### config.mk
export PLATFORM = sky130hd
export DESIGN_NAME = flag_link_framer
export DESIGN_NICKNAME = d
export VERILOG_FILES = /design/src/rtl/rsf_pkg.sv /design/src/rtl/rsf_rst_sync.sv /design/src/rtl/rsf_tx_framer.sv /design/src/rtl/rsf_rx_deframer.sv /design/src/rtl/flag_link_framer.sv
export SDC_FILE = /design/constraint.sdc
export NUM_CORES = 1
export LEC_CHECK = 0
export ABC_AREA = 0
export BUFFER_PORTS_ARGS = -buffer_cell sky130_fd_sc_hd__buf_2
export CAP_MARGIN = 30
export CORE_MARGIN = 1.5
export CORE_UTILIZATION = 48
export CTS_BUF_LIST = sky130_fd_sc_hd__clkbuf_16
export DETAILED_ROUTE_END_ITERATION = 8
export MAX_ROUTING_LAYER = met4
export PLACE_DENSITY = 0.72
export SLEW_MARGIN = 40
export SYNTH_ARGS = -nofsm -noshare
export SYNTH_HDL_FRONTEND = slang
export SYNTH_SLANG_ARGS = --single-unit
### constraint.sdc
create_clock -name clk -period 3.1 [get_ports clk]
set_clock_uncertainty 0.15 [all_clocks]
set_input_delay 0.31 -clock clk [delete_from_list [all_inputs] [get_ports clk]]
set_output_delay 0.31 -clock clk [all_outputs]
set_load 0.02 [all_outputs]
### src/rtl/rsf_pkg.sv
package rsf_pkg;
  typedef enum logic [1:0] {
    RX_IDLE = 2'd0,
    RX_HEAD = 2'd1,
    RX_TAIL = 2'd2
  } rx_state_e;
endpackage

### src/rtl/rsf_rst_sync.sv
module rsf_rst_sync (
  input  logic clk,
  input  logic rst_n,
  output logic rst_n_sync
);
  logic meta_q;
  logic sync_q;

  always_ff @(posedge clk or negedge rst_n) begin
    if (!rst_n) begin
      meta_q <= 1'b0;
      sync_q <= 1'b0;
    end else begin
      meta_q <= 1'b1;
      sync_q <= meta_q;
    end
  end

  assign rst_n_sync = sync_q;
endmodule

### src/rtl/rsf_tx_framer.sv
module rsf_tx_framer #(
  parameter int SYM_W     = 16,
  parameter int ECHO_TAIL = 1,
  parameter int DATA_TAIL = 4
) (
  input  logic             clk,
  input  logic             rst_n,
  input  logic             in_valid,
  input  logic [SYM_W-1:0] in_data,
  input  logic             in_sop,
  input  logic             in_eop,
  input  logic             in_echo,
  output logic             err,
  output logic             out_valid,
  output logic             out_flag,
  output logic [SYM_W-1:0] out_sym
);
  localparam int DEPTH = DATA_TAIL;
  localparam int CNT_W = $clog2(DATA_TAIL + 1);

  logic [DEPTH-1:0] st_vld_q, st_vld_d;
  logic [DEPTH-1:0] st_flg_q, st_flg_d;
  logic [SYM_W-1:0] st_sym_q [DEPTH];
  logic             in_pkt_q, in_pkt_d;
  logic [CNT_W-1:0] cnt_q, cnt_d;
  logic             kind_q;
  logic             err_q;

  logic             accept;
  logic [CNT_W-1:0] pos;
  logic             kind;
  logic [CNT_W-1:0] tail_len;
  logic             is_last;
  logic             too_short;
  logic             finish;
  logic             kind_en;

  // next-state: acceptance, position and kind of the incoming symbol
  always_comb begin
    accept    = in_valid && (in_sop || in_pkt_q);
    pos       = in_sop ? '0 : cnt_q;
    kind      = in_sop ? in_echo : kind_q;
    tail_len  = kind ? CNT_W'(ECHO_TAIL) : CNT_W'(DATA_TAIL);
    is_last   = accept && in_eop;
    too_short = is_last && (pos < tail_len);
    finish    = is_last && !too_short;
    kind_en   = accept && in_sop;

    in_pkt_d = in_pkt_q;
    cnt_d    = cnt_q;
    if (accept) begin
      in_pkt_d = !in_eop;
      if (in_eop)                         cnt_d = '0;
      else if (pos == CNT_W'(DATA_TAIL))  cnt_d = pos;
      else                                cnt_d = pos + 1'b1;
    end
  end

  // next-state: delay line, with tail flags cleared once the end is seen
  always_comb begin
    st_vld_d[0] = accept && !too_short;
    st_flg_d[0] = !in_eop;
    for (int i = 1; i < DEPTH; i++) begin
      st_vld_d[i] = st_vld_q[i-1] && !(too_short && ((i - 1) < int'(pos)));
      st_flg_d[i] = st_flg_q[i-1] && !(finish && ((i - 1) < (int'(tail_len) - 1)));
    end
  end

  always_ff @(posedge clk or negedge rst_n) begin
    if (!rst_n) begin
      st_vld_q <= '0;
      st_flg_q <= '0;
      in_pkt_q <= 1'b0;
      cnt_q    <= '0;
      kind_q   <= 1'b0;
      err_q    <= 1'b0;
    end else begin
      st_vld_q <= st_vld_d;
      st_flg_q <= st_flg_d;
      in_pkt_q <= in_pkt_d;
      cnt_q    <= cnt_d;
      err_q    <= too_short;
      if (kind_en) kind_q <= in_echo;
    end
  end

  genvar g;
  generate
    for (g = 0; g < DEPTH; g++) begin : g_stage
      always_ff @(posedge clk or negedge rst_n) begin
        if (!rst_n) begin
          st_sym_q[g] <= '0;
        end else begin
          if (g == 0) st_sym_q[g] <= in_data;
          else        st_sym_q[g] <= st_sym_q[(g == 0) ? 0 : g - 1];
        end
      end
    end
  endgenerate

  assign out_valid = st_vld_q[DEPTH-1];
  assign out_flag  = st_vld_q[DEPTH-1] && st_flg_q[DEPTH-1];
  assign out_sym   = st_vld_q[DEPTH-1] ? st_sym_q[DEPTH-1] : '0;
  assign err       = err_q;
endmodule

### src/rtl/rsf_rx_deframer.sv
module rsf_rx_deframer
  import rsf_pkg::*;
#(
  parameter int SYM_W     = 16,
  parameter int KIND_BIT  = 15,
  parameter int ECHO_TAIL = 1,
  parameter int DATA_TAIL = 4
) (
  input  logic             clk,
  input  logic             rst_n,
  input  logic             lk_valid,
  input  logic             lk_flag,
  input  logic [SYM_W-1:0] lk_sym,
  output logic             o_valid,
  output logic [SYM_W-1:0] o_data,
  output logic             o_sop,
  output logic             o_eop,
  output logic             o_echo,
  output logic             o_err,
  output logic             busy
);
  localparam int CNT_W = $clog2(DATA_TAIL + 1);

  rx_state_e        state_q, state_d;
  logic             prev_flg_q, prev_flg_d;
  logic             second_q, second_d;
  logic             kind_q, kind_d;
  logic [CNT_W-1:0] tail_q, tail_d;

  logic             v_d, sop_d, eop_d, echo_d, err_d;
  logic             o_valid_q, o_sop_q, o_eop_q, o_echo_q, o_err_q;
  logic [SYM_W-1:0] o_data_q;

  logic             rise;
  logic             kind_now;
  logic [CNT_W-1:0] len_now;

  always_comb begin
    rise     = lk_valid && lk_flag && !prev_flg_q;
    kind_now = second_q ? lk_sym[KIND_BIT] : kind_q;
    len_now  = kind_now ? CNT_W'(ECHO_TAIL) : CNT_W'(DATA_TAIL);

    state_d    = state_q;
    prev_flg_d = lk_valid ? lk_flag : prev_flg_q;
    second_d   = second_q;
    kind_d     = kind_q;
    tail_d     = tail_q;
    v_d        = 1'b0;
    sop_d      = 1'b0;
    eop_d      = 1'b0;
    echo_d     = 1'b0;
    err_d      = 1'b0;

    unique case (state_q)
      RX_IDLE: begin
        if (rise) begin
          v_d      = 1'b1;
          sop_d    = 1'b1;
          second_d = 1'b1;
          state_d  = RX_HEAD;
        end
      end
      RX_HEAD: begin
        if (!lk_valid) begin
          err_d   = 1'b1;
          state_d = RX_IDLE;
        end else begin
          v_d      = 1'b1;
          second_d = 1'b0;
          kind_d   = kind_now;
          if (!lk_flag) begin
            if (len_now == CNT_W'(1)) begin
              eop_d   = 1'b1;
              echo_d  = kind_now;
              state_d = RX_IDLE;
            end else begin
              tail_d  = len_now - 1'b1;
              state_d = RX_TAIL;
            end
          end
        end
      end
      RX_TAIL: begin
        if (!lk_valid || lk_flag) begin
          err_d   = 1'b1;
          state_d = RX_IDLE;
        end else begin
          v_d = 1'b1;
          if (tail_q == CNT_W'(1)) begin
            eop_d   = 1'b1;
            echo_d  = kind_q;
            state_d = RX_IDLE;
          end else begin
            tail_d = tail_q - 1'b1;
          end
        end
      end
      default: state_d = RX_IDLE;
    endcase
  end

  always_ff @(posedge clk or negedge rst_n) begin
    if (!rst_n) begin
      state_q    <= RX_IDLE;
      prev_flg_q <= 1'b0;
      second_q   <= 1'b0;
      kind_q     <= 1'b0;
      tail_q     <= '0;
      o_valid_q  <= 1'b0;
      o_sop_q    <= 1'b0;
      o_eop_q    <= 1'b0;
      o_echo_q   <= 1'b0;
      o_err_q    <= 1'b0;
      o_data_q   <= '0;
    end else begin
      state_q    <= state_d;
      prev_flg_q <= prev_flg_d;
      second_q   <= second_d;
      kind_q     <= kind_d;
      tail_q     <= tail_d;
      o_valid_q  <= v_d;
      o_sop_q    <= sop_d;
      o_eop_q    <= eop_d;
      o_echo_q   <= echo_d;
      o_err_q    <= err_d;
      o_data_q   <= v_d ? lk_sym : '0;
    end
  end

  assign o_valid = o_valid_q;
  assign o_data  = o_data_q;
  assign o_sop   = o_sop_q;
  assign o_eop   = o_eop_q;
  assign o_echo  = o_echo_q;
  assign o_err   = o_err_q;
  assign busy    = (state_q != RX_IDLE);
endmodule

### src/rtl/flag_link_framer.sv
module flag_link_framer #(
  parameter int SYM_W     = 16,
  parameter int KIND_BIT  = 15,
  parameter int ECHO_TAIL = 1,
  parameter int DATA_TAIL = 4
) (
  input  logic             clk,
  input  logic             rst_n,
  input  logic             tx_valid,
  input  logic [SYM_W-1:0] tx_data,
  input  logic             tx_sop,
  input  logic             tx_eop,
  input  logic             tx_echo,
  output logic             tx_err,
  output logic             link_tx_valid,
  output logic             link_tx_flag,
  output logic [SYM_W-1:0] link_tx_sym,
  input  logic             link_rx_valid,
  input  logic             link_rx_flag,
  input  logic [SYM_W-1:0] link_rx_sym,
  output logic             rx_valid,
  output logic [SYM_W-1:0] rx_data,
  output logic             rx_sop,
  output logic             rx_eop,
  output logic             rx_echo,
  output logic             rx_err
);
  logic rst_n_s;
  logic rx_busy;

  rsf_rst_sync u_rst (
    .clk        (clk),
    .rst_n      (rst_n),
    .rst_n_sync (rst_n_s)
  );

  rsf_tx_framer #(
    .SYM_W     (SYM_W),
    .ECHO_TAIL (ECHO_TAIL),
    .DATA_TAIL (DATA_TAIL)
  ) u_tx (
    .clk       (clk),
    .rst_n     (rst_n_s),
    .in_valid  (tx_valid),
    .in_data   (tx_data),
    .in_sop    (tx_sop),
    .in_eop    (tx_eop),
    .in_echo   (tx_echo),
    .err       (tx_err),
    .out_valid (link_tx_valid),
    .out_flag  (link_tx_flag),
    .out_sym   (link_tx_sym)
  );

  rsf_rx_deframer #(
    .SYM_W     (SYM_W),
    .KIND_BIT  (KIND_BIT),
    .ECHO_TAIL (ECHO_TAIL),
    .DATA_TAIL (DATA_TAIL)
  ) u_rx (
    .clk      (clk),
    .rst_n    (rst_n_s),
    .lk_valid (link_rx_valid),
    .lk_flag  (link_rx_flag),
    .lk_sym   (link_rx_sym),
    .o_valid  (rx_valid),
    .o_data   (rx_data),
    .o_sop    (rx_sop),
    .o_eop    (rx_eop),
    .o_echo   (rx_echo),
    .o_err    (rx_err),
    .busy     (rx_busy)
  );
endmodule

# Word level (Yosys, flattened, before mapping)
# Index checks and enable logic that the tools add are counted.
op_classes:
  n_addsub: 4
  n_mul: 0
  div_mod_pow: 0
  order_cmp: 7
  n_eq_ne: 13
  shifts: 0
  mux: 45
  bitwise_logic: 0
  n_reduce_logical: 40
op_table:
  columns: ["cell", "n"]
  rows:
  - ["$lt A1 B32 Y1 const A", 1]
  - ["$lt A2 B32 Y1 const A", 1]
  - ["$lt A3 B32 Y1 const A", 1]
  - ["$mux W16", 2]
  - ["$mux W3", 10]
  - ["$logic_and A1 B1 Y1", 21]
  - ["$mux W1", 20]
  - ["$mux W2", 6]
  - ["$logic_not A1 Y1", 10]
  - ["$ne A2 B2 Y1 const B", 5]
  - ["$pmux W1 S2", 4]
  - ["$eq A3 B1 Y1 const B", 2]
  - ["$lt A1 B3 Y1 const A", 2]
  - ["$pmux W2 S3", 1]
  - ["$pmux W3 S2", 1]
  - ["$reduce_and A3 Y1", 2]
  - ["$reduce_and A6 Y1", 1]
  - ["$sub A3 B1 Y3 const B", 2]
  - ["$reduce_bool A2 Y1", 2]
  - ["$sub A3 B1 Y4 const B", 1]
  - ["$add A3 B1 Y3 const B", 1]
  - ["$eq A3 B3 Y1 const B", 1]
  - ["$lt A2 B3 Y1 const A", 1]
  - ["$lt A3 B3 Y1", 1]
  - ["other kinds (9)", 10]
word_totals:
  regBits: 109
  latch_bits: 0
  mem_bits_rw: 0
  mem_bits_ro: 0
  inputBits: 40
  out_inout_bits: 40
  word_cells: 132
  memories: 0

# Depth between registers and ports, before layout
# Gate-level depths: netlist of run 1.
depth:
  depth_word: 9
  mapped_depth: 8
  mapped_depth_nobuf: 7

# Modules after synthesis
# A second synthesis of run 1 with hierarchy kept.
hier_totals:
  hier_cells: 253
  hier_area_um2: 3726.1
modules_own_cells:
  columns: ["module", "instances", "cells_each", "area_each_um2", "seq_area_each_um2"]
  rows:
  - ["rsf_tx_framer", 1, 144, 2399.8, 1951.9]
  - ["rsf_rx_deframer", 1, 106, 1272.5, 725.7]
  - ["rsf_rst_sync", 1, 3, 53.8, 50.0]

# Worst setup path after synthesis of run 1
# OpenSTA, ideal clock, no wires.
synth_timing:
  path_type: "reg-to-reg"
  start: "register u_rx.state_q[1]"
  end: "register u_rx.state_q[0]"
  setup_ps: 128
  arrival_time_ps: 1408
  required_ps: 2822
  path_slack_ps: 1414
  stages_incl_launch_ff: 7
  path_buffers: 1
  synth_period_minus_slack_ps: 1686
  cell_sequence: "dfrtp_1 inv_1 ha_1 buf_2 a22oi_1 o21ai_1 mux2_1"
synth_between:
  elab_chain_cells: 3
  word_cells_on_any_way: 8
  classes_between: "eq/ne: 5; mux: 1; reduce/logical: 2"
synth_rtl:
  columns: ["item", "line", "source"]
  rows:
  - ["from (decl)", "rsf_rx_deframer.sv:24", "rx_state_e state_q, state_d;"]
  - ["from (signal assigned)", "rsf_rx_deframer.sv:116", "state_q <= state_d;"]
  - ["$eq A2 B2 Y1, or another cell as far along", "rsf_rx_deframer.sv:54", "unique case (state_q)"]
  - ["$ne A3 B1 Y1 (no source line), or another cell as far along", null, null]
  - ["$reduce_and A3 Y1 (no source line)", null, null]
# Parallel ways exist; a longest one is shown, timed or not.
# A chain may end at the register's enable or synchronous reset.

# Worst setup path in the final report of run 1
layout_timing:
  start: "register u_rx.state_q[0]"
  end: "register u_rx.state_q[0]"
# The elaborated chain is that of the path after synthesis.

==> results of run 1 <==
[stage by stage]
step                      instances  total power [mW]  setup slack [ns]
final                           468              3.56              1.06
after CTS                       467              3.59             0.898
after floorplan                 261              2.23              1.13
after detailed placement        434              2.44             0.903
after global placement          434              2.42             0.933
after global routing            468              3.75             0.852
[logic make-up after synthesis]
logic type,after synthesis
AO/OA/AOI/OAI,35
AND/OR/NAND/NOR,82
multiplexers,6
adder cells (fa/ha/maj),9
flip-flops,109
other,1
buffers and inverters,19
[final timing paths]
kind                                   from                end  slack [ns]  cells past startpoint
min in group asynchronous  u_rst.rst_n_sync  u_tx.st_sym_q[63]        0.04                      0
setup reg to reg            u_rx.state_q[0]    u_rx.state_q[0]        1.06                      6
hold / removal               link_rx_sym[6]     u_rx.o_data[6]        0.01                      2
hold reg to reg            u_rst.rst_n_sync  u_tx.st_sym_q[63]        0.04                      0
setup / recovery            u_rx.state_q[0]    u_rx.state_q[0]        1.06                      6
max in group asynchronous  u_rst.rst_n_sync    u_rx.o_data[15]        1.98                      2
[cell usage after synthesis, drive strengths merged]
| master | n | area share |
|---|---|---|
| nand3 | 3 | 0.0040 |
| nand2b | 3 | 0.0051 |
| o221a | 1 | 0.0030 |
| nor2 | 8 | 0.0081 |
| conb | 1 | 0.0010 |
| nor3 | 3 | 0.0054 |
| a21oi | 11 | 0.015 |
| inv | 13 | 0.013 |
| nor2b | 9 | 0.016 |
| o41ai | 1 | 0.0024 |
| o21ai | 11 | 0.016 |
| a311oi | 1 | 0.0040 |
| and2 | 35 | 0.059 |
| nand2 | 14 | 0.016 |
| or3 | 1 | 0.0017 |
| nor4 | 1 | 0.0034 |
| nand3b | 1 | 0.0020 |
| a22oi | 1 | 0.0020 |
| o21bai | 1 | 0.0020 |
| clkbuf | 2 | 0.0020 |
| mux2 | 3 | 0.010 |
| a32o | 1 | 0.0027 |
| nand4 | 2 | 0.0034 |
| mux2i | 3 | 0.0081 |
| dfrtp | 109 | 0.74 |
| nor3b | 1 | 0.0034 |
| ha | 9 | 0.030 |
| o2bb2ai | 1 | 0.0024 |
| a221o | 1 | 0.0027 |
| a21boi | 2 | 0.0040 |
| o21a | 2 | 0.0040 |
| buf | 4 | 0.0078 |
| nand4b | 1 | 0.0024 |
| a31oi | 1 | 0.0017 |
[where the power goes]
group	internal, mW	switching, mW
clock	0.580	0.544
combinational	0.306	0.444
sequential	1.59	0.0976
[worst max-delay path, stage by stage (launching register included)]
cell	delay (ns)
sky130_fd_sc_hd__dfrtp_1	0.42
sky130_fd_sc_hd__inv_1	0.11
sky130_fd_sc_hd__ha_1	0.35
sky130_fd_sc_hd__nor2b_2	0.24
sky130_fd_sc_hd__a22oi_1	0.10
sky130_fd_sc_hd__o21ai_1	0.21
sky130_fd_sc_hd__mux2_1	0.35
[area by class of cell]
class                   instances  area share
inverters                      13      0.0103
repair buffers                 98       0.128
multi-input cells             133       0.191
clock buffers                   9      0.0477
flip-flops and latches        109       0.578
clock inverters                 7      0.0183
well taps                      99      0.0262
[state kept, by name (all words and copies together), names as in the netlist, 2 cells and up]
| signal | cells |
|---|---|
| u_rx.o_data | 16 |
| u_rx.tail_q | 3 |
| u_tx.st_sym_q | 64 |
| u_tx.cnt_q | 3 |
| u_rx.state_q | 2 |
| u_tx.st_flg_q | 4 |
| u_tx.st_vld_q | 4 |
[layer usage]
metal / vias up / part of all wire
met5: - / 0
met2: 61 / 0.53
met3: 14 / 0.042
met1: 1078 / 0.40
li1: 1069 / -
met4: 0 / 0.027
==> run_summary.xml, run 1 <==
<?xml version="1.0" encoding="UTF-8"?>
<metrics>
  <group name="cells_and_area">
    <metric name="finish.utilization" unit="">0.641</metric>
    <metric name="final_cell_mix" unit="">108 x sky130_fd_sc_hd__dfrtp_1, 79 x sky130_fd_sc_hd__buf_2, 35 x sky130_fd_sc_hd__and2_1</metric>
    <metric name="n_antenna_cell" unit="">0</metric>
    <metric name="multi_input_comb_area" unit="um2">901</metric>
    <metric name="fillCellCount" unit="">568</metric>
    <metric name="commonest_non_fill_non_tap_cell_in_the_layout" unit="">sky130_fd_sc_hd__dfrtp_1</metric>
    <metric name="fin_nets" unit="">413</metric>
    <metric name="ff_latch_area" unit="um2">2730</metric>
    <metric name="synthToLayoutAreaGrowth" unit="%">27.4</metric>
    <metric name="share_of_cells_above_drive_strength_1" unit="">0.293</metric>
    <metric name="layout.cell_area.non_filler" unit="um2">4720</metric>
  </group>
  <group name="clock_tree">
    <metric name="clkSlewWorstSetupHoldPaths" unit="ns">0.08</metric>
    <metric name="cts_num_sinks" unit="">109</metric>
    <metric name="later_pin_clock_latency_in_the_skew_report" unit="ns">0.34</metric>
    <metric name="postCtsSetupBuffers" unit="">0</metric>
    <metric name="numCtsBuffers" unit="">9</metric>
    <metric name="clock_tree_from_tritoncts" unit="">yes</metric>
    <metric name="cts-resized-gates" unit="">0</metric>
    <metric name="cts.path.max_buffers" unit="">2</metric>
    <metric name="cts_htree_levels" unit="">3</metric>
    <metric name="hold_buffers" unit="">17</metric>
    <metric name="clockRootBuffer" unit="">sky130_fd_sc_hd__clkbuf_16</metric>
  </group>
  <group name="die">
    <metric name="die-height" unit="um">90.9</metric>
    <metric name="ioPinCount" unit="">80</metric>
    <metric name="start_util" unit="">0.503</metric>
    <metric name="placement_rows" unit="">31</metric>
    <metric name="dieArea" unit="um2">8260</metric>
    <metric name="fp.dieW" unit="um">90.9</metric>
    <metric name="fp.coreArea" unit="um2">7370</metric>
  </group>
  <group name="sta">
    <metric name="rsz0062_at_grt" unit="">false</metric>
    <metric name="final-max-slew-violation-count" unit="">0</metric>
    <metric name="timing.final.crit_share" unit="">0.658</metric>
    <metric name="final.setup.tns" unit="ns">0</metric>
    <metric name="setup_viol_count_final" unit="">0</metric>
    <metric name="whs" unit="ns">0.0136</metric>
    <metric name="highest_attainable_clock_frequency" unit="MHz">490</metric>
    <metric name="post-route-min-period" unit="ns">2.04</metric>
    <metric name="finalHoldViolations" unit="">0</metric>
  </group>
  <group name="worst_setup_path">
    <metric name="critPathKind" unit="">flip-flop to flip-flop</metric>
    <metric name="crit_path_max_fanout" unit="">11</metric>
    <metric name="cp_data_required_time" unit="ns">3.17</metric>
    <metric name="worst_setup_path_end_kind" unit="">flip-flop</metric>
    <metric name="crit_path_start_kind" unit="">flip-flop</metric>
    <metric name="cp_data_arrival_time" unit="ns">2.11</metric>
  </group>
  <group name="placed_design">
    <metric name="dp_hpwl" unit="um">4160</metric>
    <metric name="gp_congestion" unit="">0.847</metric>
    <metric name="postPlaceCellArea" unit="um2">4210</metric>
    <metric name="portBuffers" unit="">79</metric>
  </group>
  <group name="logic_synthesis">
    <metric name="synthesis.area" unit="um2">3710</metric>
    <metric name="synth-xor-area-share" unit="">0</metric>
    <metric name="synth_compound_area_frac" unit="">0.0618</metric>
    <metric name="synth-seq-cells" unit="">109</metric>
    <metric name="synth_warnings" unit="">0</metric>
    <metric name="yosys.area_share.simple" unit="">0.130</metric>
    <metric name="yosys-mux-area-fraction" unit="">0.0182</metric>
    <metric name="synth_top_family_by_area" unit="">simple AND/OR/NAND/NOR gates</metric>
    <metric name="synth_fp_nets" unit="">310</metric>
    <metric name="synth_fa_ha_area_frac" unit="">0.0304</metric>
    <metric name="cells_after_synthesis" unit="">261</metric>
    <metric name="post_synth.cell_area_avg" unit="um2">14.2</metric>
    <metric name="synth_seq_area_share" unit="">0.736</metric>
    <metric name="post_synth_num_cell_types" unit="">43</metric>
  </group>
  <group name="global_routing">
    <metric name="grt.met2_usage" unit="">0.281</metric>
    <metric name="global_route.peak_usage_layer" unit="">met2</metric>
    <metric name="antenna_found_initial" unit="">0</metric>
    <metric name="grt_util_met1" unit="">0.189</metric>
    <metric name="grt_remaining_overflow" unit="">0</metric>
    <metric name="grt_use_total" unit="">0.168</metric>
    <metric name="first_pass_grt_wire_length" unit="um">10200</metric>
    <metric name="grt_pass1_vias" unit="">2184</metric>
    <metric name="maximum_number_of_pins_on_one_net_before_global_route_repair" unit="">61</metric>
    <metric name="use_met3" unit="">0.0337</metric>
  </group>
  <group name="route">
    <metric name="drt-pass1-iter-count" unit="">4</metric>
    <metric name="routed_wl" unit="um">6170</metric>
    <metric name="vias_per_cell" unit="">4.75</metric>
    <metric name="route.detailed.drc" unit="">0</metric>
    <metric name="detail-route-antenna-nets" unit="">0</metric>
    <metric name="routed_wire_length_per_instance" unit="um">13.2</metric>
    <metric name="drt_iter0_drc" unit="">98</metric>
    <metric name="dr_total_vias" unit="">2222</metric>
  </group>
  <group name="run">
    <metric name="drv.max_cap_violation_count" unit="">0</metric>
  </group>
  <group name="power">
    <metric name="p_per_area" unit="nW/um2">754</metric>
    <metric name="max-vdd-ir-drop" unit="uV">325</metric>
    <metric name="power.static_leakage" unit="nW">2.34</metric>
  </group>
  <group name="worst_hold_path">
    <metric name="worstHoldPathType" unit="">input port to flip-flop</metric>
  </group>
  <group name="outcome">
    <metric name="result_of_the_run" unit="">complete, no violations</metric>
  </group>
</metrics>
No activity file was read; power rests on OpenSTA's default activity.
==> run 2: changes to the inputs <==
- CORE_UTILIZATION: 48 -> 50
- PLACE_DENSITY: 0.72 -> 0.71
- clock period: 3.1 -> 2 ns (I/O delays scaled with it)
==> run_summary.xml, run 2 (synthesis results as in run 1) <==
<?xml version="1.0" encoding="UTF-8"?>
<metrics>
  <group name="cells_and_area">
    <metric name="fin_cells" unit="">489</metric>
    <metric name="n_antenna_cell" unit="">0</metric>
    <metric name="most_flops_register" unit="">u_tx.st_sym_q</metric>
    <metric name="fin_nets" unit="">434</metric>
    <metric name="share_of_cells_above_drive_strength_1" unit="">0.279</metric>
    <metric name="synthToLayoutAreaGrowth" unit="%">32.5</metric>
    <metric name="largest_register_ff_count" unit="">64</metric>
    <metric name="multi_input_comb_area" unit="um2">901</metric>
    <metric name="ff_latch_area" unit="um2">2730</metric>
    <metric name="commonest_non_fill_non_tap_cell_in_the_layout" unit="">sky130_fd_sc_hd__dfrtp_1</metric>
    <metric name="fillCellCount" unit="">529</metric>
    <metric name="final_cell_mix" unit="">108 x sky130_fd_sc_hd__dfrtp_1, 79 x sky130_fd_sc_hd__buf_2, 37 x sky130_fd_sc_hd__dlygate4sd3_1</metric>
  </group>
  <group name="power">
    <metric name="power.static_leakage" unit="nW">2.43</metric>
    <metric name="p_per_area" unit="nW/um2">1140</metric>
    <metric name="max-vdd-ir-drop" unit="uV">594</metric>
    <metric name="pwr-share-seq" unit="">0.467</metric>
    <metric name="switchingPower" unit="mW">1.71</metric>
    <metric name="power_report.internal_total" unit="mW">3.89</metric>
    <metric name="clkPwrFrac" unit="">0.312</metric>
    <metric name="total_power" unit="mW">5.59</metric>
    <metric name="combinationalPowerShare" unit="">0.221</metric>
    <metric name="switching_share" unit="">0.305</metric>
  </group>
  <group name="worst_setup_path">
    <metric name="cp_data_required_time" unit="ns">2.12</metric>
    <metric name="cp_data_arrival_time" unit="ns">1.94</metric>
    <metric name="worst_setup_path_end_kind" unit="">flip-flop</metric>
    <metric name="critPathKind" unit="">flip-flop to flip-flop</metric>
    <metric name="cpPeakStageDelay" unit="ns">0.43</metric>
    <metric name="crit_path_max_fanout" unit="">17</metric>
    <metric name="crit_path_start_kind" unit="">flip-flop</metric>
    <metric name="cp_top_family" unit="">simple AND/OR/NAND/NOR gates</metric>
    <metric name="worstPathBufferInverterCount" unit="">1</metric>
    <metric name="crit_chain" unit="">inv_1, ha_1, nor2b_2, a311oi_2, nor3_4, and2_1</metric>
    <metric name="worst_path_max_delay_cell" unit="">sky130_fd_sc_hd__nor3_4</metric>
  </group>
  <group name="route">
    <metric name="vias_per_cell" unit="">4.66</metric>
    <metric name="drt-pass1-iter-count" unit="">4</metric>
    <metric name="drt_iter0_drc" unit="">131</metric>
    <metric name="dr_total_vias" unit="">2279</metric>
    <metric name="route.detailed.drc" unit="">0</metric>
    <metric name="routed_wire_length_per_instance" unit="um">13.4</metric>
    <metric name="routed_wl" unit="um">6560</metric>
    <metric name="detail-route-antenna-nets" unit="">0</metric>
  </group>
  <group name="clock_tree">
    <metric name="cts_num_sinks" unit="">109</metric>
    <metric name="cts.path.max_buffers" unit="">2</metric>
    <metric name="clock_tree_from_tritoncts" unit="">yes</metric>
    <metric name="later_pin_clock_latency_in_the_skew_report" unit="ns">0.34</metric>
    <metric name="clockRootBuffer" unit="">sky130_fd_sc_hd__clkbuf_16</metric>
    <metric name="clkSlewWorstSetupHoldPaths" unit="ns">0.08</metric>
    <metric name="postCtsSetupBuffers" unit="">0</metric>
    <metric name="cts_htree_levels" unit="">3</metric>
    <metric name="numCtsBuffers" unit="">9</metric>
  </group>
  <group name="sta">
    <metric name="timing.final.crit_share" unit="">0.910</metric>
    <metric name="worst_slew_pin_slew" unit="ns">0.539</metric>
    <metric name="setup_viol_count_final" unit="">0</metric>
    <metric name="whs" unit="ns">0.0269</metric>
    <metric name="highest_attainable_clock_frequency" unit="MHz">549</metric>
    <metric name="rsz0062_at_grt" unit="">false</metric>
    <metric name="slew_headroom" unit="">0.640</metric>
    <metric name="finalHoldViolations" unit="">0</metric>
    <metric name="final.setup.tns" unit="ns">0</metric>
    <metric name="post-route-min-period" unit="ns">1.82</metric>
    <metric name="final-max-slew-violation-count" unit="">0</metric>
  </group>
  <group name="die">
    <metric name="dieArea" unit="um2">7940</metric>
    <metric name="die-height" unit="um">89.1</metric>
    <metric name="ioPinCount" unit="">80</metric>
    <metric name="placement_rows" unit="">31</metric>
    <metric name="fp.coreArea" unit="um2">7210</metric>
    <metric name="start_util" unit="">0.514</metric>
    <metric name="fp.dieW" unit="um">89.1</metric>
  </group>
  <group name="placed_design">
    <metric name="portBuffers" unit="">79</metric>
    <metric name="dp_hpwl" unit="um">4070</metric>
    <metric name="gp_congestion" unit="">0.810</metric>
    <metric name="dp.cells" unit="">436</metric>
  </group>
  <group name="outcome">
    <metric name="result_of_the_run" unit="">complete, no violations</metric>
  </group>
  <group name="global_routing">
    <metric name="antenna_found_initial" unit="">0</metric>
    <metric name="grt_use_total" unit="">0.186</metric>
    <metric name="maximum_number_of_pins_on_one_net_before_global_route_repair" unit="">108</metric>
    <metric name="first_pass_grt_wire_length" unit="um">10400</metric>
    <metric name="grt_remaining_overflow" unit="">0</metric>
    <metric name="grt_pass1_vias" unit="">2188</metric>
  </group>
  <group name="worst_hold_path">
    <metric name="worstHoldPathType" unit="">input port to async pin</metric>
  </group>
  <group name="run">
    <metric name="drv.max_cap_violation_count" unit="">0</metric>
  </group>
</metrics>
==> run 2: cell types whose count changed in the layout (fill, tap and decap cells not counted) <==
cell	delta
sky130_fd_sc_hd__dlygate4sd3_1	+20
sky130_fd_sc_hd__buf_4	+2
sky130_fd_sc_hd__clkinv_8	-2
sky130_fd_sc_hd__buf_12	-1
sky130_fd_sc_hd__inv_12	+1
sky130_fd_sc_hd__inv_8	+1
==> run 2: worst register-to-register path: cells and delay by family (launching register included) <==
| kind | cells | cell delay (ns) |
|---|---|---|
| buffers and inverters | 1 | 0.12 |
| AOI/OAI and AO/OA | 1 | 0.08 |
| DFF | 1 | 0.41 |
| and+or+nand+nor | 3 | 0.84 |
| adders and majority gates | 1 | 0.17 |
==> run 2: worst paths after layout <==
path	start	to	slack [ns]	cells past startpoint
worst max-delay path	u_rx.state_q[0]	u_rx.o_data[1]	0.18	6
worst min-delay path	rst_n	u_rst.rst_n_sync	0.03	2
worst max register to register	u_rx.state_q[0]	u_rx.o_data[1]	0.18	6
worst min register to register	u_tx.st_sym_q[40]	u_tx.st_sym_q[24]	0.19	0
max in group asynchronous	u_rst.rst_n_sync	u_tx.st_sym_q[13]	1.07	1
min in group clk	tx_sop	u_tx.in_pkt_q	0.11	3
==> run 2: through the flow <==
step	setup WS, ns	utilization	area [um2]
after global routing	0.0420	0.681	4910
after detailed placement	0.00902	0.586	4230
after floorplan	0.0252	-	3710
after CTS	0.203	0.681	4910
after global placement	0.115	0.586	4230
final	0.180	0.681	4910
==> run 2: cell type report <==
| class | count | share of cell area |
|---|---|---|
| clock inverter | 7 | 0.0166 |
| timing repair buffer | 119 | 0.163 |
| sequential | 109 | 0.556 |
| tap | 99 | 0.0252 |
| multi-input combinational | 133 | 0.183 |
| inverter | 13 | 0.00993 |
| clock buffer | 9 | 0.0458 |
==> run 2: routing by layer <==
metal / part of all wire / track usage
met5: 0 / -
met3: 0.025 / 0.0305
met1: 0.42 / 0.232
met4: 0.023 / 0.0909
met2: 0.53 / 0.298
==> run 2: what timing repair did <==
item,CTS,global route
hold endpoints to repair,40,0
resized for setup,1,0
setup endpoints to repair,2,0
hold buffers,37,0
==> run 2: power groups by stage <==
stage | clock network (mW) | logic, mW | registers [mW]
2_1_floorplan | 0 | 0.653 | 2.80
3_3_place_gp | 0 | 1.13 | 2.64
3_5_place_dp | 0 | 1.16 | 2.65
4_1_cts | 1.80 | 1.24 | 2.61
5_1_grt | 1.90 | 1.36 | 2.65
6_report | 1.75 | 1.23 | 2.61
==> run 3: changes to the inputs <==
- BUFFER_PORTS_ARGS: -buffer_cell sky130_fd_sc_hd__buf_2 -> -buffer_cell sky130_fd_sc_hd__buf_4
- SYNTH_HIERARCHICAL: unset -> 1
==> run_summary.xml, run 3 <==
<?xml version="1.0" encoding="UTF-8"?>
<metrics>
  <group name="outcome">
    <metric name="result_of_the_run" unit="">complete, no violations</metric>
  </group>
  <group name="clock_tree">
    <metric name="cts_num_sinks" unit="">109</metric>
    <metric name="cts.path.max_buffers" unit="">2</metric>
    <metric name="cts_htree_levels" unit="">3</metric>
    <metric name="later_pin_clock_latency_in_the_skew_report" unit="ns">0.33</metric>
    <metric name="clockRootBuffer" unit="">sky130_fd_sc_hd__clkbuf_16</metric>
    <metric name="clock_tree_from_tritoncts" unit="">yes</metric>
    <metric name="numCtsBuffers" unit="">9</metric>
    <metric name="clkSlewWorstSetupHoldPaths" unit="ns">0.07</metric>
  </group>
  <group name="placed_design">
    <metric name="dp_hpwl" unit="um">4120</metric>
    <metric name="gp_congestion" unit="">0.836</metric>
    <metric name="portBuffers" unit="">79</metric>
    <metric name="postPlaceCellArea" unit="um2">4470</metric>
  </group>
  <group name="route">
    <metric name="route.detailed.drc" unit="">0</metric>
    <metric name="dr_total_vias" unit="">2242</metric>
    <metric name="vias_per_cell" unit="">4.60</metric>
    <metric name="routed_wire_length_per_instance" unit="um">13.1</metric>
    <metric name="detail-route-antenna-nets" unit="">0</metric>
    <metric name="routed_wl" unit="um">6380</metric>
    <metric name="drt-pass1-iter-count" unit="">4</metric>
    <metric name="drt_iter0_drc" unit="">53</metric>
  </group>
  <group name="logic_synthesis">
    <metric name="synthesis.area" unit="um2">3730</metric>
    <metric name="post_synth.cell_area_avg" unit="um2">14.7</metric>
    <metric name="cell_type_with_the_largest_total_area_after_synthesis" unit="">sky130_fd_sc_hd__dfrtp_1</metric>
    <metric name="post_synth_num_cell_types" unit="">47</metric>
    <metric name="ys_top_cells_by_area" unit="">sky130_fd_sc_hd__dfrtp_1 73%, sky130_fd_sc_hd__and2_1 5.7%, sky130_fd_sc_hd__ha_1 3.0%</metric>
    <metric name="synthMostInstantiatedCell" unit="">sky130_fd_sc_hd__dfrtp_1</metric>
    <metric name="number_of_enable_flip_flop_cells_after_synthesis" unit="">0</metric>
    <metric name="synth_fp_nets" unit="">302</metric>
    <metric name="synth_top_area_share" unit="">0.732</metric>
    <metric name="cells_after_synthesis" unit="">253</metric>
    <metric name="synth_seq_area_share" unit="">0.732</metric>
    <metric name="synth_warnings" unit="">6</metric>
    <metric name="post_synth_most_frequent_cells" unit="">109 x sky130_fd_sc_hd__dfrtp_1, 34 x sky130_fd_sc_hd__and2_1, 13 x sky130_fd_sc_hd__a21oi_1</metric>
    <metric name="leading_register_cell_type_out_of_synthesis" unit="">sky130_fd_sc_hd__dfrtp_1</metric>
    <metric name="postSynth.asyncResetShare" unit="">1.00</metric>
    <metric name="synth-seq-cells" unit="">109</metric>
  </group>
  <group name="worst_setup_path">
    <metric name="cp_data_arrival_time" unit="ns">2.07</metric>
    <metric name="crit_path_max_fanout" unit="">4</metric>
    <metric name="cp_top_family" unit="">buffers and inverters</metric>
    <metric name="cp_data_required_time" unit="ns">2.12</metric>
    <metric name="worst_path_max_delay_cell" unit="">sky130_fd_sc_hd__dlygate4sd3_1</metric>
    <metric name="worstPathBufferInverterCount" unit="">2</metric>
    <metric name="crit_path_start_kind" unit="">input port</metric>
    <metric name="crit_chain" unit="">dlygate4sd3_1, buf_6, mux2_4, ha_4, a21bo_2, o211ai_1, o21a_1</metric>
    <metric name="critPathKind" unit="">input port to flip-flop</metric>
    <metric name="rrSetupSlack" unit="ns">0.14</metric>
    <metric name="worst_setup_path_end_kind" unit="">flip-flop</metric>
    <metric name="cpPeakStageDelay" unit="ns">0.56</metric>
  </group>
  <group name="power">
    <metric name="p_per_area" unit="nW/um2">1060</metric>
    <metric name="power.static_leakage" unit="nW">2.50</metric>
    <metric name="max-vdd-ir-drop" unit="uV">806</metric>
  </group>
  <group name="cells_and_area">
    <metric name="ff_latch_area" unit="um2">2730</metric>
    <metric name="synthToLayoutAreaGrowth" unit="%">39.9</metric>
    <metric name="commonest_non_fill_non_tap_cell_in_the_layout" unit="">sky130_fd_sc_hd__dfrtp_1</metric>
    <metric name="largest_register_ff_count" unit="">64</metric>
    <metric name="share_of_cells_above_drive_strength_1" unit="">0.307</metric>
    <metric name="most_flops_register" unit="">u_tx/st_sym_q</metric>
    <metric name="final_cell_mix" unit="">108 x sky130_fd_sc_hd__dfrtp_1, 83 x sky130_fd_sc_hd__buf_4, 38 x sky130_fd_sc_hd__dlygate4sd3_1</metric>
    <metric name="n_antenna_cell" unit="">0</metric>
    <metric name="layout.cell_area.non_filler" unit="um2">5210</metric>
    <metric name="multi_input_comb_area" unit="um2">948</metric>
    <metric name="fillCellCount" unit="">506</metric>
    <metric name="fin_nets" unit="">432</metric>
  </group>
  <group name="die">
    <metric name="dieArea" unit="um2">7980</metric>
    <metric name="ioPinCount" unit="">80</metric>
    <metric name="start_util" unit="">0.516</metric>
    <metric name="die-height" unit="um">89.3</metric>
    <metric name="placement_rows" unit="">31</metric>
    <metric name="fp.coreArea" unit="um2">7210</metric>
    <metric name="fp.dieW" unit="um">89.3</metric>
  </group>
  <group name="global_routing">
    <metric name="grt_pass1_vias" unit="">2238</metric>
    <metric name="grt.met2_usage" unit="">0.282</metric>
    <metric name="grt_remaining_overflow" unit="">0</metric>
    <metric name="grt_util_met1" unit="">0.237</metric>
    <metric name="first_pass_grt_wire_length" unit="um">10400</metric>
    <metric name="use_met3" unit="">0.0314</metric>
    <metric name="antenna_found_initial" unit="">0</metric>
    <metric name="maximum_number_of_pins_on_one_net_before_global_route_repair" unit="">35</metric>
    <metric name="grt_use_total" unit="">0.181</metric>
    <metric name="global_route.peak_usage_layer" unit="">met2</metric>
  </group>
  <group name="run">
    <metric name="drv.max_cap_violation_count" unit="">0</metric>
  </group>
  <group name="sta">
    <metric name="setup_viol_count_final" unit="">0</metric>
    <metric name="timing.final.crit_share" unit="">0.977</metric>
    <metric name="highest_attainable_clock_frequency" unit="MHz">512</metric>
    <metric name="post-route-min-period" unit="ns">1.95</metric>
    <metric name="finalHoldViolations" unit="">0</metric>
    <metric name="final-max-slew-violation-count" unit="">0</metric>
    <metric name="rsz0062_at_grt" unit="">false</metric>
    <metric name="final.setup.tns" unit="ns">0</metric>
  </group>
  <group name="worst_hold_path">
    <metric name="worstHoldPathType" unit="">input port to flip-flop</metric>
  </group>
</metrics>
-- run 3: changes by cell type after synthesis, moves of 3 or more --
cell	change
sky130_fd_sc_hd__nor2b_1	-4
sky130_fd_sc_hd__mux2_2	+3
sky130_fd_sc_hd__o21ai_1	-4
sky130_fd_sc_hd__a21boi_1	+3
sky130_fd_sc_hd__inv_1	-4
sky130_fd_sc_hd__o21a_1	+3
-- run 3: area by class of cell --
cell class | instances | area share
Inverter | 9 | 0.00648
Timing Repair Buffer | 124 | 0.202
Clock inverter | 7 | 0.0182
Sequential cell | 109 | 0.524
Multi-Input combinational cell | 130 | 0.182
Clock buffer | 9 | 0.0432
Tap cell | 99 | 0.0238
-- run 3: layer usage --
| metal | routed length, um | vias to the layer above |
|---|---|---|
| met5 | 0 | - |
| met4 | 65 | 0 |
| met3 | 155 | 4 |
| met2 | 3300 | 46 |
| met1 | 2870 | 1095 |
| li1 | - | 1097 |
-- run 3: timing repair --
item / 4_1_cts / 5_1_grt
hold buffers: 38 / 0
endpoints found under the hold margin: 39 / 0
setup endpoints to repair: 0 / 6
gates resized for setup: 0 / 3
setup buffers: 0 / 1
-- run 3: worst register-to-register path, cell delays in order, from the launching register on --
cell,delay [ns]
sky130_fd_sc_hd__dfrtp_1,0.47
sky130_fd_sc_hd__nor2b_1,0.33
sky130_fd_sc_hd__ha_4,0.25
sky130_fd_sc_hd__a21bo_2,0.20
sky130_fd_sc_hd__o211ai_1,0.15
sky130_fd_sc_hd__o21a_1,0.20
-- run 3: cell families (layout without fill, tap and decap cells) --
group | count (synthesis) | after routing | share of synthesized area
buffers and inverters | 14 | 149 | 0.0178
AO/OA/AOI/OAI | 37 | 37 | 0.0692
multiplexers | 5 | 5 | 0.0148
other | 1 | 1 | 0.00101
adder cells (fa/ha/maj) | 9 | 9 | 0.0302
flip-flops | 109 | 109 | 0.732
AND/OR/NAND/NOR | 78 | 78 | 0.135
-- run 3: where the power goes --
part / leakage (nW) / switching, mW / total (mW) / internal [mW]
Clock: 0.153 / 0.808 / 1.81 / 1.00
Sequential: 1.32 / 0.134 / 2.57 / 2.44
Combinational: 1.03 / 0.588 / 1.15 / 0.563
Total: 2.50 / 1.53 / 5.54 / 4.01
-- run 3: worst paths after layout --
kind	to	depth (start not counted)	startpoint
worst min register to register	u_tx/st_sym_q[48]	0	u_rst/rst_n_sync
worst max-delay path	u_tx/st_vld_q[1]	7	tx_echo
worst max register to register	u_tx/st_vld_q[1]	5	u_tx/cnt_q[2]
min in group asynchronous	u_rst/rst_n_sync	2	rst_n
worst min-delay path	u_rx/prev_flg_q	3	link_rx_flag
max in group asynchronous	u_rx/o_data[5]	1	u_rst/rst_n_sync
-- run 3: per-stage QoR --
step / power (mW) / setup WS (ns) / cells / hold slack [ns] / utilization
after floorplan: 3.25 / 0.0252 / 253 / -0.246 / -
after CTS: 5.55 / 0.0486 / 486 / 0.0145 / 0.717
after global placement: 3.63 / 0.240 / 432 / -0.168 / 0.620
after detailed placement: 3.67 / 0.180 / 432 / -0.167 / 0.620
final: 5.54 / 0.0452 / 487 / 0.0335 / 0.723
after global routing: 5.83 / 0.00673 / 487 / 0.0558 / 0.723
